<file path="src/rtl/dbw_pkg.sv">
package dbw_pkg;
    localparam int ADDR_W = 3;

    // sender register map
    localparam logic [ADDR_W-1:0] S_FLAGS   = 3'd0;
    localparam logic [ADDR_W-1:0] S_SET     = 3'd1;
    localparam logic [ADDR_W-1:0] S_ACK_ST  = 3'd2;
    localparam logic [ADDR_W-1:0] S_ACK_CLR = 3'd3;
    localparam logic [ADDR_W-1:0] S_ACK_EN  = 3'd4;
    localparam logic [ADDR_W-1:0] S_CMB_EN  = 3'd5;

    // receiver register map
    localparam logic [ADDR_W-1:0] R_FLAGS   = 3'd0;
    localparam logic [ADDR_W-1:0] R_VISIBLE = 3'd1;
    localparam logic [ADDR_W-1:0] R_CLEAR   = 3'd2;
    localparam logic [ADDR_W-1:0] R_MASK    = 3'd3;
    localparam logic [ADDR_W-1:0] R_MSET    = 3'd4;
    localparam logic [ADDR_W-1:0] R_MCLR    = 3'd5;
    localparam logic [ADDR_W-1:0] R_CMB_EN  = 3'd6;

    typedef enum logic {
        ACK_IDLE   = 1'b0,
        ACK_RAISED = 1'b1
    } ack_state_e;
endpackage

</file>
<file path="src/rtl/dbw_flags.sv">
module dbw_flags #(
    parameter int FLAGS = 32
) (
    input  logic             clk,
    input  logic             rst_n,
    input  logic [FLAGS-1:0] set_bits,
    input  logic [FLAGS-1:0] clr_bits,
    output logic [FLAGS-1:0] flags_q,
    output logic             ack_evt
);
    logic [FLAGS-1:0] retire;

    // a set on the same bit overrides its clear
    assign retire  = clr_bits & ~set_bits;
    assign ack_evt = |(flags_q & retire);

    always_ff @(posedge clk) begin
        if (!rst_n) flags_q <= '0;
        else        flags_q <= (flags_q & ~retire) | set_bits;
    end

    a_r2_set_lands: assert property (@(posedge clk) disable iff (!rst_n)
        (|set_bits) |=> ((flags_q & $past(set_bits)) == $past(set_bits)));

    a_r3_clear_lands: assert property (@(posedge clk) disable iff (!rst_n)
        (|retire) |=> ((flags_q & $past(retire)) == '0));

    a_r10_quiet_hold: assert property (@(posedge clk) disable iff (!rst_n)
        (set_bits == '0 && clr_bits == '0) |=> $stable(flags_q));
endmodule

</file>
<file path="src/rtl/dbw_mask.sv">
module dbw_mask #(
    parameter int FLAGS = 32
) (
    input  logic             clk,
    input  logic             rst_n,
    input  logic [FLAGS-1:0] mset_bits,
    input  logic [FLAGS-1:0] mclr_bits,
    output logic [FLAGS-1:0] mask_q
);
    always_ff @(posedge clk) begin
        if (!rst_n) mask_q <= '1;
        else        mask_q <= (mask_q & ~mclr_bits) | mset_bits;
    end

    a_r6_mask_set: assert property (@(posedge clk) disable iff (!rst_n)
        (|mset_bits) |=> ((mask_q & $past(mset_bits)) == $past(mset_bits)));

    a_r6_mask_clr: assert property (@(posedge clk) disable iff (!rst_n)
        (|(mclr_bits & ~mset_bits)) |=> ((mask_q & $past(mclr_bits & ~mset_bits)) == '0));
endmodule

</file>
<file path="src/rtl/dbw_ack_fsm.sv">
module dbw_ack_fsm
    import dbw_pkg::*;
(
    input  logic clk,
    input  logic rst_n,
    input  logic ack_evt,
    input  logic ack_clr,
    output logic ack_st
);
    ack_state_e state_q, state_d;

    always_comb begin
        state_d = state_q;
        unique case (state_q)
            ACK_IDLE:   if (ack_evt) state_d = ACK_RAISED;                // RAISE
            ACK_RAISED: if (ack_clr && !ack_evt) state_d = ACK_IDLE;      // DROP
        endcase
    end

    always_ff @(posedge clk) begin
        if (!rst_n) state_q <= ACK_IDLE;
        else        state_q <= state_d;
    end

    always_comb begin
        ack_st = (state_q == ACK_RAISED);
    end

    a_r4_ack_raise: assert property (@(posedge clk) disable iff (!rst_n)
        ack_evt |=> ack_st);

    a_r5_ack_drop: assert property (@(posedge clk) disable iff (!rst_n)
        (ack_clr && !ack_evt) |=> !ack_st);

    a_r5_ack_hold: assert property (@(posedge clk) disable iff (!rst_n)
        (ack_st && !ack_clr) |=> ack_st);
endmodule

</file>
<file path="src/rtl/dbw_window.sv">
module dbw_window
    import dbw_pkg::*;
#(
    parameter int FLAGS = 32
) (
    input  logic              clk,
    input  logic              rst_n,
    input  logic              s_wr,
    input  logic [ADDR_W-1:0] s_addr,
    input  logic [FLAGS-1:0]  s_wdata,
    output logic [FLAGS-1:0]  s_rdata,
    output logic              s_irq,
    input  logic              r_wr,
    input  logic [ADDR_W-1:0] r_addr,
    input  logic [FLAGS-1:0]  r_wdata,
    output logic [FLAGS-1:0]  r_rdata,
    output logic              r_irq
);
    localparam logic [FLAGS-1:0] ZERO = '0;

    logic [FLAGS-1:0] set_bits, clr_bits, mset_bits, mclr_bits;
    logic [FLAGS-1:0] flags_q, mask_q, visible;
    logic             ack_evt, ack_clr, ack_st;
    logic             s_ack_en_q, s_cmb_en_q, r_cmb_en_q;

    // write decode
    assign set_bits  = (s_wr && s_addr == S_SET)  ? s_wdata : ZERO;
    assign clr_bits  = (r_wr && r_addr == R_CLEAR) ? r_wdata : ZERO;
    assign mset_bits = (r_wr && r_addr == R_MSET) ? r_wdata : ZERO;
    assign mclr_bits = (r_wr && r_addr == R_MCLR) ? r_wdata : ZERO;
    assign ack_clr   = s_wr && s_addr == S_ACK_CLR && s_wdata[0];

    dbw_flags #(.FLAGS(FLAGS)) u_flags (
        .clk      (clk),
        .rst_n    (rst_n),
        .set_bits (set_bits),
        .clr_bits (clr_bits),
        .flags_q  (flags_q),
        .ack_evt  (ack_evt)
    );

    dbw_mask #(.FLAGS(FLAGS)) u_mask (
        .clk       (clk),
        .rst_n     (rst_n),
        .mset_bits (mset_bits),
        .mclr_bits (mclr_bits),
        .mask_q    (mask_q)
    );

    dbw_ack_fsm u_ack (
        .clk     (clk),
        .rst_n   (rst_n),
        .ack_evt (ack_evt),
        .ack_clr (ack_clr),
        .ack_st  (ack_st)
    );

    // enable bits
    always_ff @(posedge clk) begin
        if (!rst_n) begin
            s_ack_en_q <= 1'b0;
            s_cmb_en_q <= 1'b0;
            r_cmb_en_q <= 1'b0;
        end else begin
            if (s_wr && s_addr == S_ACK_EN) s_ack_en_q <= s_wdata[0];
            if (s_wr && s_addr == S_CMB_EN) s_cmb_en_q <= s_wdata[0];
            if (r_wr && r_addr == R_CMB_EN) r_cmb_en_q <= r_wdata[0];
        end
    end

    assign visible = flags_q & ~mask_q;
    assign s_irq   = ack_st & s_ack_en_q & s_cmb_en_q;
    assign r_irq   = r_cmb_en_q & (|visible);

    // read muxes
    always_comb begin
        s_rdata = ZERO;
        case (s_addr)
            S_FLAGS:  s_rdata = flags_q;
            S_ACK_ST: s_rdata[0] = ack_st;
            S_ACK_EN: s_rdata[0] = s_ack_en_q;
            S_CMB_EN: s_rdata[0] = s_cmb_en_q;
            default:  s_rdata = ZERO;
        endcase
    end

    always_comb begin
        r_rdata = ZERO;
        case (r_addr)
            R_FLAGS:   r_rdata = flags_q;
            R_VISIBLE: r_rdata = visible;
            R_MASK:    r_rdata = mask_q;
            R_CMB_EN:  r_rdata[0] = r_cmb_en_q;
            default:   r_rdata = ZERO;
        endcase
    end

    a_r8_s_irq_gated: assert property (@(posedge clk) disable iff (!rst_n)
        s_irq |-> (ack_st && s_ack_en_q));

    a_r9_r_irq_source: assert property (@(posedge clk) disable iff (!rst_n)
        r_irq |-> ((flags_q & ~mask_q) != ZERO));

    a_r11_set_wins: assert property (@(posedge clk) disable iff (!rst_n)
        (|(set_bits & clr_bits)) |=> ((flags_q & $past(set_bits & clr_bits)) == $past(set_bits & clr_bits)));
endmodule

</file>
<file path="config.mk">
export PLATFORM = sky130hd
export DESIGN_NAME = dbw_window
export DESIGN_NICKNAME = d
export VERILOG_FILES = /design/src/rtl/dbw_pkg.sv /design/src/rtl/dbw_flags.sv /design/src/rtl/dbw_mask.sv /design/src/rtl/dbw_ack_fsm.sv /design/src/rtl/dbw_window.sv
export SDC_FILE = /design/constraint.sdc
export NUM_CORES = 1
export LEC_CHECK = 0
export BUFFER_PORTS_ARGS = -buffer_cell sky130_fd_sc_hd__buf_2
export CORE_MARGIN = 4
export CORE_UTILIZATION = 50
export DETAILED_ROUTE_END_ITERATION = 8
export PLACE_DENSITY = 0.8
export SYNTH_ARGS = -nofsm -noshare
export SYNTH_HDL_FRONTEND = slang
export SYNTH_SLANG_ARGS = --single-unit
export TNS_END_PERCENT = 10
</file>
<file path="constraint.sdc">
create_clock -name clk -period 4.6 [get_ports clk]
set_input_delay 0.92 -clock clk [delete_from_list [all_inputs] [get_ports clk]]
set_output_delay 0.92 -clock clk [all_outputs]
set_load 0.02 [all_outputs]
</file>
---- Word level (Yosys, flattened, before mapping) ----
Index checks and enable logic that the tools add are counted.
W data, S select, Z words.
storage, ports and cells
  register bits ........................... 68
  input bits .............................. 74
  output and inout port bits .............. 66
  word-level logic and storage cells ...... 58
operators by class
  eq/ne operators ......................... 11
  muxes and demuxes ....................... 11
  bitwise gates (word level) .............. 15
  reductions and logical operators ........ 15
operators by type and width
  kind                  number
  $and A32 B32 Y32      5
  $mux W32              4
  $not A32 Y32          4
  $pmux W31 S3          1
  $or A32 B32 Y32       2
  $reduce_or A32 Y1     2
  $mux W31              1
  $eq A3 B3 Y1 const B  5
  $eq A3 B2 Y1 const B  4
  $logic_and A1 B1 Y1   10
  $pmux W1 S4           2
  $eq A3 B1 Y1 const B  2
  $logic_not A3 Y1      2
  $and A1 B1 Y1         3
  $mux W1               2
  $pmux W1 S2           1
  $logic_not A1 Y1      1
  $not A1 Y1            1

---- Logic depth before layout (Yosys ltp) ----
  word-level depth ........................ 11
  mapped depth ............................ 8
  mapped depth without buffers ............ 6

---- Cells and area by module ----
Synthesis repeated with hierarchy kept, for this count alone.
second synthesis, totals
  cells, all modules ...................... 627
  area total of the unflattened synthesis .. 4833.4 sq um
by module, submodules not included
  module       times used  cells an instance  area each (sq um)  sequential area each (sq um)
  dbw_window   1           371                2318.5             60.1
  dbw_flags    1           154                1358.8             640.6
  dbw_mask     1           99                 1114.8             640.6
  dbw_ack_fsm  1           3                  41.3               20.0

---- Worst setup path before layout ----
No wires, ideal clock.
  path type ............................... input to output
  start ................................... input r_addr[1]
  end ..................................... output r_rdata[10]
  arrival time ............................ 2076 ps
  data required time ...................... 3680 ps
  setup slack ............................. 1604 ps
  stages on the path ...................... 5
  path buffers ............................ 2
  path through ............................ clkbuf_1 > and2_1 > clkbuf_1 > nand2_1 > a21oi_1
on the way
  word-level cells in the longest chain between the ends .. 2
  elaborated cells on any way between the ends .. 4
  classes of those cells .................. eq/ne: 2; mux: 1; reduce/logical: 1
ends and longest elaborated chain
  element                               line              source
  start: declaration                    dbw_window.sv:14  input logic [ADDR_W-1:0] r_addr,
  $eq A3 B2 Y1 (tied with other cells)  dbw_window.sv:89  case (r_addr)
  $pmux W31 S3 *                        dbw_window.sv:89
  end: declaration                      dbw_window.sv:16  output logic [FLAGS-1:0] r_rdata,
Mark *: on every way between the ends. The rest lies on a longest branch, timed or not.

---- Worst setup path after layout ----
  start ................................... input r_addr[2]
  end ..................................... output r_rdata[0]
on the way
  word-level cells in the longest chain between the ends .. 2
  elaborated cells on any way between the ends .. 5
  classes of those cells .................. eq/ne: 3; mux: 1; reduce/logical: 1
ends and longest elaborated chain
  element                               line
  $eq A3 B3 Y1 (tied with other cells)  dbw_window.sv:89
  $pmux W1 S4 *                         dbw_window.sv:89
Marked as above.

==> flow_summary.ini <==
[yosys]
synth_edf_count = 0
synth_top_cell_by_area = dfxtp_1
yosysWarnings = 0
netlist_area_um2 = 4050
postSynthCellCount = 557
synth_top_area_frac = 0.3361
yosys-top-cells-area = dfxtp_1 (34%), a21oi_1 (9.9%), nand2_1 (8.8%)
async_reset_ff_frac = 0
ys_ff_latch = 68
yosysUniqueCellTypes = 42
ys_seq_area_frac = 0.3361
syn_nets = 631
synth_flop_cell = dfxtp_1
avgSynthCellArea_um2 = 7.271

[detailed_routing]
drt_drc_violations_left = 0
via_per_inst = 6.069
wl_met1_um = 5501
dr_wl_met2_um = 6397
wire_per_inst_um = 17.55
highest_layer = met4
dr_wl_met3_um = 1454
drt_first_pass_iters = 5
wirelength_um = 13690
drt-initial-drc-count = 465
vias = 4734
antenna_left = 0

[sta]
holdWs_ns = 0.4841
final.setup.tns_ns = 0
slew_violations = 0
post-route-min-period_ns = 3.198
maxSlewHeadroom = 0.1712
setup_viol = 0
rsz0062_at_grt = no
finalClockSkew_ns = 0.009925
tightest_slew_ns = 1.241
finalCritPeriodShare = 0.6952
max_clock_freq_ghz = 0.3127
hold_viol_final = 0

[final_layout]
layout_common_cells = buf_2 (139), nand2_1 (95), a21oi_1 (80)
fin_nets = 747
final_common_cell = buf_2
area_delta_synth_final_pct = 21.87
antenna_cells = 0
layout-drive-gt1-share = 0.2448
fillers = 731

[setup_path]
critPathRequiredTime_ns = 3.68
cp_max_fo = 37
slowest_delay_ns = 0.55
critPathTopFamily = buffers and inverters
critPathLaunchType = primary input
cp.arrival_ns = 2.28
crit_chain = buf_2 > nor2b_1 > nand2_1 > o21ai_0 > nand2_1 > o21ai_0 > buf_2
crit_type = in2out
cp-end-kind = output pin
slowest_stage = buf_2
cp_num_buf_inv = 2
regToRegSetupSlack_ns = 2.99

[clock_tree]
clock_path_buffers = 2
cts_tree = yes
root_buffer = clkbuf_8
clkSinkCount = 68
cts-resized-gates = 0
path_clk_slew_ns = 0.08
hold_buffers = 0
cts_buffers = 9
clk_latency_ns = 0.35
cts_htree_levels = 3
post-cts-setup-buffers = 0

[power]
seqPwrFrac = 0.463
peakVddDrop_mv = 0.1549
intPower_uw = 947.4
p_per_area_nw_per_um2 = 268.6
p_clk_frac = 0.391
total_power_uw = 1326
power_switching_uw = 378.2
swShare = 0.2853
p_leak_uw = 0.002058
p_comb_frac = 0.145

[run]
drv_cap = 0

[die]
fp.dieW_um = 98
die-area_um2 = 9604
core_area_um2 = 7807
rows = 32
die_h_um = 98
ioPinCount = 140
initial_core_util = 0.5187

[global_routing]
grt_usage = 0.2761
grt_pass1_wl_um = 21660
grt_pass1_vias = 4328
antenna_found_initial = 0
grt_max_degree = 69
grt_overflow = 0

[placement]
gp_congestion = 0.8711
hpwl_um = 9581
portBuffers = 139

[worst_hold_path]
hold_class = reg2reg

[run_status]
status = complete, no violations
-- power by group through the flow --
stage / Combinational (µW) / Sequential [µW] / Clock [µW]
5_1_grt: 209 / 616 / 547
2_1_floorplan: 106 / 624 / 0
3_5_place_dp: 189 / 627 / 0
4_1_cts: 189 / 614 / 519
3_3_place_gp: 185 / 626 / 0
6_report: 193 / 614 / 519
-- routing by layer --
layer	vias to the layer above	GRT usage
met5	-	0
li1	2231	-
met3	34	0.05429
met4	0	0.08626
met1	2193	0.3628
met2	276	0.4576
-- through the flow --
step | util | cells | setup WS, ns | instance area, µm²
after global routing | 0.6322 | 780 | 1.284 | 4936
after global placement | 0.6063 | 764 | 1.491 | 4733
after CTS | 0.6322 | 780 | 1.439 | 4936
after floorplan | - | 557 | 1.604 | 4050
after detailed placement | 0.6063 | 764 | 1.450 | 4733
final | 0.6322 | 780 | 1.402 | 4936
-- path summary, 6_finish.rpt --
path,depth (start not counted),startpoint,endpoint
min reg2reg,2,u_flags.flags_q[7],u_flags.flags_q[7]
min,2,u_flags.flags_q[7],u_flags.flags_q[7]
max,7,r_addr[2],r_rdata[0]
max reg2reg,5,u_flags.flags_q[0],u_ack.ack_st
-- tightest hold or removal path, cell delays in order (launching register included) --
cell     delay, ns
dfxtp_1       0.33
nand2_1       0.06
a21oi_1       0.05
-- cell usage after synthesis (2+ instances only) --
library cell and number:
clkbuf_1 24, buf_1 2, a22oi_1 7, nand4_1 11, nor3_1 4, a221oi_1 4
nor2_1 50, inv_1 35, and4b_1 2, a221o_1 24, nand3b_1 6, a211oi_1 27
o22ai_1 15, mux2i_1 5, dfxtp_1 68, buf_6 4, nand3_1 7, nand2b_1 2
a211o_1 14, nor4_1 2, nand2_1 95, buf_2 11, a21oi_1 80, a31oi_1 5
o21ai_0 4, and2_1 33
-- final cells by class --
type | instances | area (µm²) | share of cell area
Clock buffer | 12 | 155.1 | 0.03143
Clock inverter | 4 | 47.55 | 0.009632
Inverter | 36 | 135.1 | 0.02738
Multi-Input combinational cell | 411 | 2354 | 0.4768
Sequential cell | 68 | 1361 | 0.2758
Tap cell | 102 | 127.6 | 0.02586
Timing Repair Buffer | 147 | 755.7 | 0.1531
-- kinds of logic (layout without fill, tap and decap cells) --
group,count (synthesis),count (layout),share of synthesized area
and+or+nand+nor,220,220,0.2570
muxes,5,5,0.01236
AOI/OAI and AO/OA,186,186,0.3105
buffers and inverters,78,199,0.08403
DFF,68,68,0.3361
-- flip-flops by register name (all words and copies together), names as in the netlist --
| signal | cells |
|---|---|
| r_cmb_en_q | 1 |
| s_ack_en_q | 1 |
| s_cmb_en_q | 1 |
| u_ack.ack_st | 1 |
| u_flags.flags_q | 32 |
| u_mask.mask_q | 32 |
(Power assumes the default switching activity.)
